## src/rtl/zcs_pkg.sv

```systemverilog
package zcs_pkg;
  typedef enum logic [1:0] {
    ZX_POS = 2'b00,
    ZX_NEG = 2'b01,
    ZX_ALL = 2'b10,
    ZX_RSV = 2'b11
  } zx_mode_e;

  localparam int ST_SAG = 0;
  localparam int ST_ZX  = 1;
  localparam int ST_W   = 2;
endpackage

```

## src/rtl/zcs_edge.sv

```systemverilog
// Polarity tracker with hysteresis; flags crossings combinationally.
module zcs_edge #(
  parameter int DW   = 16,
  parameter int HYST = 64
) (
  input  logic                 clk,
  input  logic                 rst_n,
  input  logic                 vld,
  input  logic signed [DW-1:0] sample,
  output logic                 pos_x,
  output logic                 neg_x
);
  localparam logic signed [DW-1:0] HI_LVL = HYST[DW-1:0];
  localparam logic signed [DW-1:0] LO_LVL = -HI_LVL;

  logic known_q, pos_q;
  logic hi, lo;

  always_comb begin
    hi    = sample >= HI_LVL;
    lo    = sample <= LO_LVL;
    pos_x = vld & known_q & ~pos_q & hi;
    neg_x = vld & known_q & pos_q & ~hi & lo;
  end

  always_ff @(posedge clk or negedge rst_n) begin
    if (!rst_n) begin
      known_q <= 1'b0;
      pos_q   <= 1'b0;
    end else if (vld) begin
      if (hi) begin
        known_q <= 1'b1;
        pos_q   <= 1'b1;
      end else if (lo) begin
        known_q <= 1'b1;
        pos_q   <= 1'b0;
      end
    end
  end
endmodule

```

## src/rtl/zcs_sag.sv

```systemverilog
// Full-period sag window tracking and warning level.
module zcs_sag #(
  parameter int DW = 16
) (
  input  logic                 clk,
  input  logic                 rst_n,
  input  logic                 vld,
  input  logic signed [DW-1:0] sample,
  input  logic        [DW-1:0] thr,
  input  logic                 pos_x,
  input  logic                 neg_x,
  output logic                 sag_hit,
  output logic                 warn
);
  logic          open_q, wpol_q, clean_q;
  logic [DW-1:0] mag;
  logic          below, xing, same;

  always_comb begin
    mag     = sample[DW-1] ? $unsigned(~sample + 1'b1) : $unsigned(sample);
    below   = mag < thr;
    xing    = pos_x | neg_x;
    same    = open_q & (pos_x ? wpol_q : ~wpol_q);
    sag_hit = xing & same & clean_q & below;
  end

  always_ff @(posedge clk or negedge rst_n) begin
    if (!rst_n) begin
      open_q  <= 1'b0;
      wpol_q  <= 1'b0;
      clean_q <= 1'b0;
      warn    <= 1'b0;
    end else if (vld) begin
      if (xing && (!open_q || same)) begin
        open_q  <= 1'b1;
        wpol_q  <= pos_x;
        clean_q <= below;
      end else if (open_q) begin
        clean_q <= clean_q & below;
      end
      if (sag_hit)     warn <= 1'b1;
      else if (!below) warn <= 1'b0;
    end
  end
endmodule

```

## src/rtl/zcs_pulse.sv

```systemverilog
// Retriggerable fixed-width pulse stretcher.
module zcs_pulse #(
  parameter int PW = 4
) (
  input  logic clk,
  input  logic rst_n,
  input  logic trig,
  output logic pulse
);
  localparam int CW = $clog2(PW + 1);
  logic [CW-1:0] cnt;

  always_ff @(posedge clk or negedge rst_n) begin
    if (!rst_n)          cnt <= '0;
    else if (trig)       cnt <= CW'(PW);
    else if (cnt != '0)  cnt <= cnt - 1'b1;
  end

  assign pulse = cnt != '0;
endmodule

```

## src/rtl/zcs_status.sv

```systemverilog
// Sticky event bits; a set beats a clear in the same cycle.
module zcs_status #(
  parameter int N = 2
) (
  input  logic         clk,
  input  logic         rst_n,
  input  logic [N-1:0] set,
  input  logic [N-1:0] clr,
  output logic [N-1:0] sts
);
  for (genvar i = 0; i < N; i++) begin : g_bit
    logic q;
    always_ff @(posedge clk or negedge rst_n) begin
      if (!rst_n)      q <= 1'b0;
      else if (set[i]) q <= 1'b1;
      else if (clr[i]) q <= 1'b0;
    end
    assign sts[i] = q;
  end
endmodule

```

## src/rtl/zcs_detector.sv

```systemverilog
module zcs_detector
  import zcs_pkg::*;
#(
  parameter int DW      = 16,
  parameter int HYST    = 64,
  parameter int PULSE_W = 4
) (
  input  logic            clk,
  input  logic            rst_n,
  input  logic            smp_valid,
  output logic            smp_ready,
  input  logic [DW-1:0]   smp_data,
  input  logic [1:0]      zx_mode,
  input  logic [DW-1:0]   sag_thr,
  input  logic [ST_W-1:0] sts_clr,
  output logic            zx_out,
  output logic            sag_warn,
  output logic [ST_W-1:0] status,
  output logic            irq
);
  logic                 take;
  logic signed [DW-1:0] smp_s;
  logic                 pos_x, neg_x, sag_hit, zx_sel;
  logic [ST_W-1:0]      ev;
  zx_mode_e             mode;

  assign smp_ready = 1'b1;
  assign take      = smp_valid & smp_ready;
  assign smp_s     = $signed(smp_data);
  assign mode      = zx_mode_e'(zx_mode);

  zcs_edge #(.DW(DW), .HYST(HYST)) edge_i (
    .clk(clk), .rst_n(rst_n), .vld(take), .sample(smp_s),
    .pos_x(pos_x), .neg_x(neg_x)
  );

  zcs_sag #(.DW(DW)) sag_i (
    .clk(clk), .rst_n(rst_n), .vld(take), .sample(smp_s), .thr(sag_thr),
    .pos_x(pos_x), .neg_x(neg_x), .sag_hit(sag_hit), .warn(sag_warn)
  );

  always_comb begin
    zx_sel     = (pos_x & (mode != ZX_NEG)) | (neg_x & (mode != ZX_POS));
    ev         = '0;
    ev[ST_SAG] = sag_hit;
    ev[ST_ZX]  = zx_sel;
  end

  zcs_pulse #(.PW(PULSE_W)) pulse_i (
    .clk(clk), .rst_n(rst_n), .trig(zx_sel), .pulse(zx_out)
  );

  zcs_status #(.N(ST_W)) status_i (
    .clk(clk), .rst_n(rst_n), .set(ev), .clr(sts_clr), .sts(status)
  );

  assign irq = |status;
endmodule

```

## config.mk

```make
export PLATFORM = sky130hd
export DESIGN_NAME = zcs_detector
export DESIGN_NICKNAME = d
export VERILOG_FILES = /design/src/rtl/zcs_pkg.sv /design/src/rtl/zcs_edge.sv /design/src/rtl/zcs_sag.sv /design/src/rtl/zcs_pulse.sv /design/src/rtl/zcs_status.sv /design/src/rtl/zcs_detector.sv
export SDC_FILE = /design/constraint.sdc
export NUM_CORES = 1
export LEC_CHECK = 0
export BUFFER_PORTS_ARGS = -buffer_cell sky130_fd_sc_hd__buf_2
export CAP_MARGIN = 20
export CORE_ASPECT_RATIO = 1.25
export CORE_UTILIZATION = 51
export DETAILED_ROUTE_END_ITERATION = 7
export GPL_TIMING_DRIVEN = 0
export PLACE_DENSITY = 0.92
export SYNTH_ARGS = -nofsm -noshare
export SYNTH_HDL_FRONTEND = slang
export SYNTH_SLANG_ARGS = --single-unit
```

## constraint.sdc

```tcl
create_clock -name clk -period 1.3 [get_ports clk]
set_input_delay 0.065 -clock clk [delete_from_list [all_inputs] [get_ports clk]]
set_output_delay 0.065 -clock clk [all_outputs]
set_load 0.01 [all_outputs]
```

# Word-level counts from Yosys, hierarchy flattened
# Cells that the tools add are included.
[op_classes] addsub=2 magnitude_cmp=3 eq_ne=2 n_mux=16 bitwise_logic=19 reduce_logical=15
[op_table] cell="adder 16 x 1 -> 16 bit, second input constant" count=1
[op_table] cell="greater-or-equal comparator 16 x 8 -> 1 bit, second input constant" count=1
[op_table] cell="less-or-equal comparator 16 x 7 -> 1 bit, second input constant" count=1
[op_table] cell="< comparator 16 bit" count=1
[op_table] cell="2-to-1 mux 16 bit" count=1
[op_table] cell="inverter 16 bit" count=1
[op_table] cell="bitwise AND 1 bit" count=13
[op_table] cell="2-to-1 mux 1 bit" count=13
[op_table] cell="nonzero test 2 bit" count=6
[op_table] cell="AND reduction 2 bit" count=4
[op_table] cell="2-to-1 mux 3 bit" count=2
[op_table] cell="inverter 1 bit" count=3
[op_table] cell="nonzero test 3 bit" count=1
[op_table] cell="subtractor 3 x 1 -> 3 bit, second input constant" count=1
[op_table] cell="!= test 2 x 1 -> 1 bit, second input constant" count=1
[op_table] cell="!= test 2 bit, second input constant" count=1
[op_table] cell="bitwise OR 1 bit" count=2
[op_table] cell="OR reduction 2 bit" count=1
[op_table] cell="logical AND 1 bit" count=1
[op_table] cell="zero test 1 bit" count=1
[op_table] cell="logical OR 1 bit" count=1
[word_totals] reg_bits=11 input_bits=39 wordCells=66

# Longest topological paths before layout
[depth] depth_word=10 depth_mapped=13 mapped_depth_nobuf=13

# Cells and area by module
# Synthesis repeated with hierarchy kept, for this count alone.
[unflattened] hier_cells=166 hier_area_um2=1370.1
[modules_own_cells] module="zcs_sag" n_inst=1 cells_each=117 area_each_um2=893.4 seq_area_each_um2=100.1
[modules_own_cells] module="zcs_pulse" n_inst=1 cells_each=16 area_each_um2=177.7 seq_area_each_um2=75.1
[modules_own_cells] module="zcs_edge" n_inst=1 cells_each=20 area_each_um2=173.9 seq_area_each_um2=50.0
[modules_own_cells] module="zcs_status" n_inst=1 cells_each=8 area_each_um2=87.6 seq_area_each_um2=50.0
[modules_own_cells] module="zcs_detector" n_inst=1 cells_each=5 area_each_um2=37.5 seq_area_each_um2=0.0

# Worst setup path before layout
# No wires, ideal clock.
[synth_timing] kind="input -> register" start="input port smp_data[2]" end="register sag_i.warn" arrival_time_ns=2.408 required_ns=1.216 slack_ns=-1.192 stages=13 n_path_buf=0 path_cell_list="nor3_1 nand3_1 nor4_1 nand2b_1 o31ai_1 xnor2_1 ha_1 a21oi_1 o21ai_0 a2111oi_0 o21ai_0 nand2_1 a21boi_0"
[synth_between] elab_chain_len=10 elab_cells_between_ends=19 classes_between="1 x add/sub; 3 x order compare; 1 x eq/ne; 3 x mux; 10 x bitwise; 1 x reduce/logical"
[synth_rtl] item="start, declared" line_no="zcs_detector.sv:12" text="input logic [DW-1:0] smp_data,"
[synth_rtl] item="parallel branches: the longest is 10 deep, another holds adder 16 x 1 -> 16 bit"
[synth_rtl] item="end signal, assigned" line_no="zcs_sag.sv:32" text="warn <= 1'b0;"
[synth_rtl] item="end signal, assigned" line_no="zcs_sag.sv:41" text="if (sag_hit) warn <= 1'b1;"
[synth_rtl] item="end signal, assigned" line_no="zcs_sag.sv:42" text="else if (!below) warn <= 1'b0;"
[synth_rtl] item="end, declared" line_no="zcs_sag.sv:13" text="output logic warn"
# Several ways; the timed one is not identified.
# A chain may end at the register's enable or synchronous reset.

# Final worst setup path
[layout_timing] start="input port smp_data[4]" end="register sag_i.clean_q"
[layout_between] elab_chain_len=8 elab_cells_between_ends=20 classes_between="1 x add/sub; 3 x order compare; 4 x mux; 8 x bitwise; 4 x reduce/logical"
[layout_rtl] item="parallel branches: the longest is 8 deep, another holds adder 16 x 1 -> 16 bit"
[layout_rtl] item="end signal, assigned" line_no="zcs_sag.sv:37" text="clean_q <= below;"
[layout_rtl] item="end signal, assigned" line_no="zcs_sag.sv:39" text="clean_q <= clean_q & below;"
[layout_rtl] item="end, declared" line_no="zcs_sag.sv:15" text="logic open_q, wpol_q, clean_q;"
# Several ways; the timed one is not identified. The select of a mux whose other input is x is not followed.

==> impl_metrics.toml <==
[worst_setup_path]
cp_data_required_time_ps = 1460
worstSetupEndpointType = "flop"
regToRegEndpoint = "pulse_i.cnt[1]"
arrival_time_at_the_worst_endpoint_ps = 2500
critical_path.startpoint_type = "input port"
critical_path.reg2reg.startpoint = "pulse_i.cnt[1]"
critPathMaxFanout = 3
reg2reg_slack_ps = 30
worst-setup-path-type = "input port to flop"
r2r.worst_path.cells = 5

[finish]
fin_nets = 282
ant_diodes = 0
leading_cell_type_in_the_layout_fill_and_taps_excluded = "buf_2"
final_cell_area_sq_um = 1880
area_growth_pct = 41.0
drive_gt1_frac = 0.388
final.fill_count = 175
leading_cell_types_in_the_layout_fill_and_taps_excluded = "36 x buf_2, 25 x inv_1, 16 x ha_1"

[placement]
gp_routability_congestion = 0.864
port_buffers = 42
detailedPlace.worstSlack_ps = -1600
detailed_place_hpwl_mm = 2.30
placed_cell_area_sq_um = 1620

[synthesis]
synth.yosys.warnings = 0
synth-seq-cells = 11
synth_area_sq_um = 1330
yosys_most_used_dff = "dfrtp_1"
synthArstFlopShare = 1.00
postSynthCellCount = 168
synth_seq_area_share = 0.207
synth-edff-count = 0
synthesis.area_per_instance_sq_um = 7.93
yosys.cell_types.count = 44
syn_nets = 225

[hold_path]
worstHoldEndpoint = "pulse_i.cnt[2]"
worstHoldStart = "zx_mode[1]"
hold-path-cell-count = 3
holdCritPathClass = "input port to flop"

[timing]
final-setup-viol-count = 3
slew_headroom = 0.637
finalWorstSetupSlack_ps = -1030
maxSlewViolCount = 0
worstMarginPinSlew_ps = 545
finalCriticalPeriod_ps = 2330
fmax_mhz = 428
setup_repair_after_global_routing_missed_its_margin = "yes"
timing.final.hold_violations = 0
finalCritPeriodShare = 1.80
finalClockSkew_ps = 5.37

[global_route]
grt-busiest-layer = "met2"
grt_start_max_net_pins = 12
grt_first_pass_wirelength_mm = 4.90
grtUsageMet1 = 0.242
global_route.overflow_total = 0
initial_antenna_violation_count = 0
gr-usage-met2 = 0.456
globalRouteMet3Util = 0.0244
grt_pass1_vias = 1267
grt_use_total = 0.241

[routing]
detail_route.drc_violations = 0
drt_pass1_iterations = 4
dr.first_iter.drc_count = 25
wire_per_inst_microns = 14.0
drtAntennaViolNets = 0
route.vias.total = 1381
viasPerCell = 5.37
finalWirelength_mm = 3.60

[clocking]
worst_skew_pair.late_latency_ps = 270
clockRootBuffer = "clkbuf_4"
clock_tree.buffer_depth = 2
cts_htree_levels = 1
clk_pin_slew_ps = 70
cts.sinks = 11
cts_buffers = 3
tritoncts = "yes"

[floorplanning]
io-pin-count = 45
die_width_microns = 47.7
total_die_area_sq_um = 2820
std_cell_rows = 20
core-area_sq_um = 2450
chipHeight_microns = 59.2
initial_utilization = 0.543

[status]
outcome = "complete, but fails checks"
failed_checks = "setup timing"

[power]
power_density_nw_per_um2 = 902
peakVddDrop_mv = 0.950
post-layout-total-power_mw = 1.69
total_leakage_power_nw = 0.925

[job]
timing.max_cap.violations = 0
-- sequential cells by signal, summed over array words and instances, names as in the netlist --
name              cells
pulse_i.cnt           3
sag_i.warn            1
edge_i.pos_q          1
sag_i.wpol_q          1
status_i.g_bit.q      2
sag_i.clean_q         1
edge_i.known_q        1
sag_i.open_q          1
-- layer usage --
| metal | vias to the layer above | share of wire |
|---|---|---|
| li1 | 688 | - |
| met1 | 648 | 0.38 |
| met2 | 37 | 0.57 |
| met3 | 8 | 0.035 |
| met4 | 0 | 0.014 |
| met5 | - | 0 |
-- Yosys cell counts, types with 2 or more instances --
cell type	number	share of area
nand2_1	16	0.045
xnor2_1	14	0.092
buf_4	3	0.017
nand2b_1	5	0.023
nor3_1	3	0.011
dfrtp_1	11	0.21
and3_1	2	0.0094
a21oi_1	4	0.015
ha_1	18	0.17
mux2i_1	3	0.023
and2_1	2	0.0094
o21ai_0	10	0.038
nor2_1	8	0.023
o31ai_1	5	0.028
nand3_1	4	0.015
nand4_1	4	0.019
o211a_1	2	0.015
inv_1	28	0.079
-- worst max-delay path: stages --
cell	delay, ps
buf_8	100
nor3_4	180
nand3_2	130
nor4_4	210
nand2b_1	130
o31ai_2	220
xnor2_1	90
ha_1	330
nand4_1	180
nor3_2	330
a2111oi_4	80
o21ai_2	110
nand2_1	110
o211a_1	220
-- how the worst max path moves through the flow --
stage	depth (start not counted)	slack (ps)	from	end
final	14	-1030	smp_data[4]	sag_i.clean_q
after global routing	14	-1140	smp_data[4]	sag_i.clean_q
after CTS	14	-920	smp_data[4]	sag_i.clean_q
after detailed placement	14	-1600	smp_data[2]	sag_i.clean_q
after global placement	14	-1560	smp_data[2]	sag_i.warn
after floorplan	13	-1070	smp_data[2]	sag_i.clean_q
-- stage by stage --
step	std cells	TNS, ps	hold WS [ps]	util
after floorplan	168	-3080	-231	-
after CTS	253	-2690	49.7	0.721
after detailed placement	243	-5870	-50.5	0.661
after global routing	257	-3440	54.3	0.766
after global placement	243	-5540	-58.6	0.661
final	257	-2930	46.2	0.766
-- where the power goes --
| part | switching [mW] | internal, mW | total (mW) |
|---|---|---|---|
| clock network | 0.116 | 0.119 | 0.235 |
| logic | 0.482 | 0.461 | 0.944 |
| registers | 0.0674 | 0.448 | 0.516 |
| total | 0.666 | 1.03 | 1.69 |
-- area by class of cell --
| class | count | area [sq um] | share of cell area |
|---|---|---|---|
| plain buffers | 5 | 31.3 | 0.0166 |
| repair buffers | 52 | 333 | 0.177 |
| inverters | 28 | 108 | 0.0573 |
| well taps | 33 | 41.3 | 0.0220 |
| clock buffers | 4 | 26.3 | 0.0140 |
| multi-input cells | 124 | 1060 | 0.567 |
| flip-flops and latches | 11 | 275 | 0.146 |
-- cells by family after synthesis --
kind of cell,synth area share
AOI/OAI and AO/OA,0.183
xor gates and xnor gates,0.0920
adders and majority gates,0.169
buffers and inverters,0.102
DFF,0.207
muxes,0.0225
other,0.00281
and+or+nand+nor,0.222
-- timing repair --
action	4_1_cts	5_1_grt
gates resized for setup	18	24
hold endpoints to repair	13	0
setup endpoints to repair	3	9
hold buffers	3	0
buffers inserted	3	5
cloned	0	0
pin swaps	14	8
(Power assumes the default switching activity.)
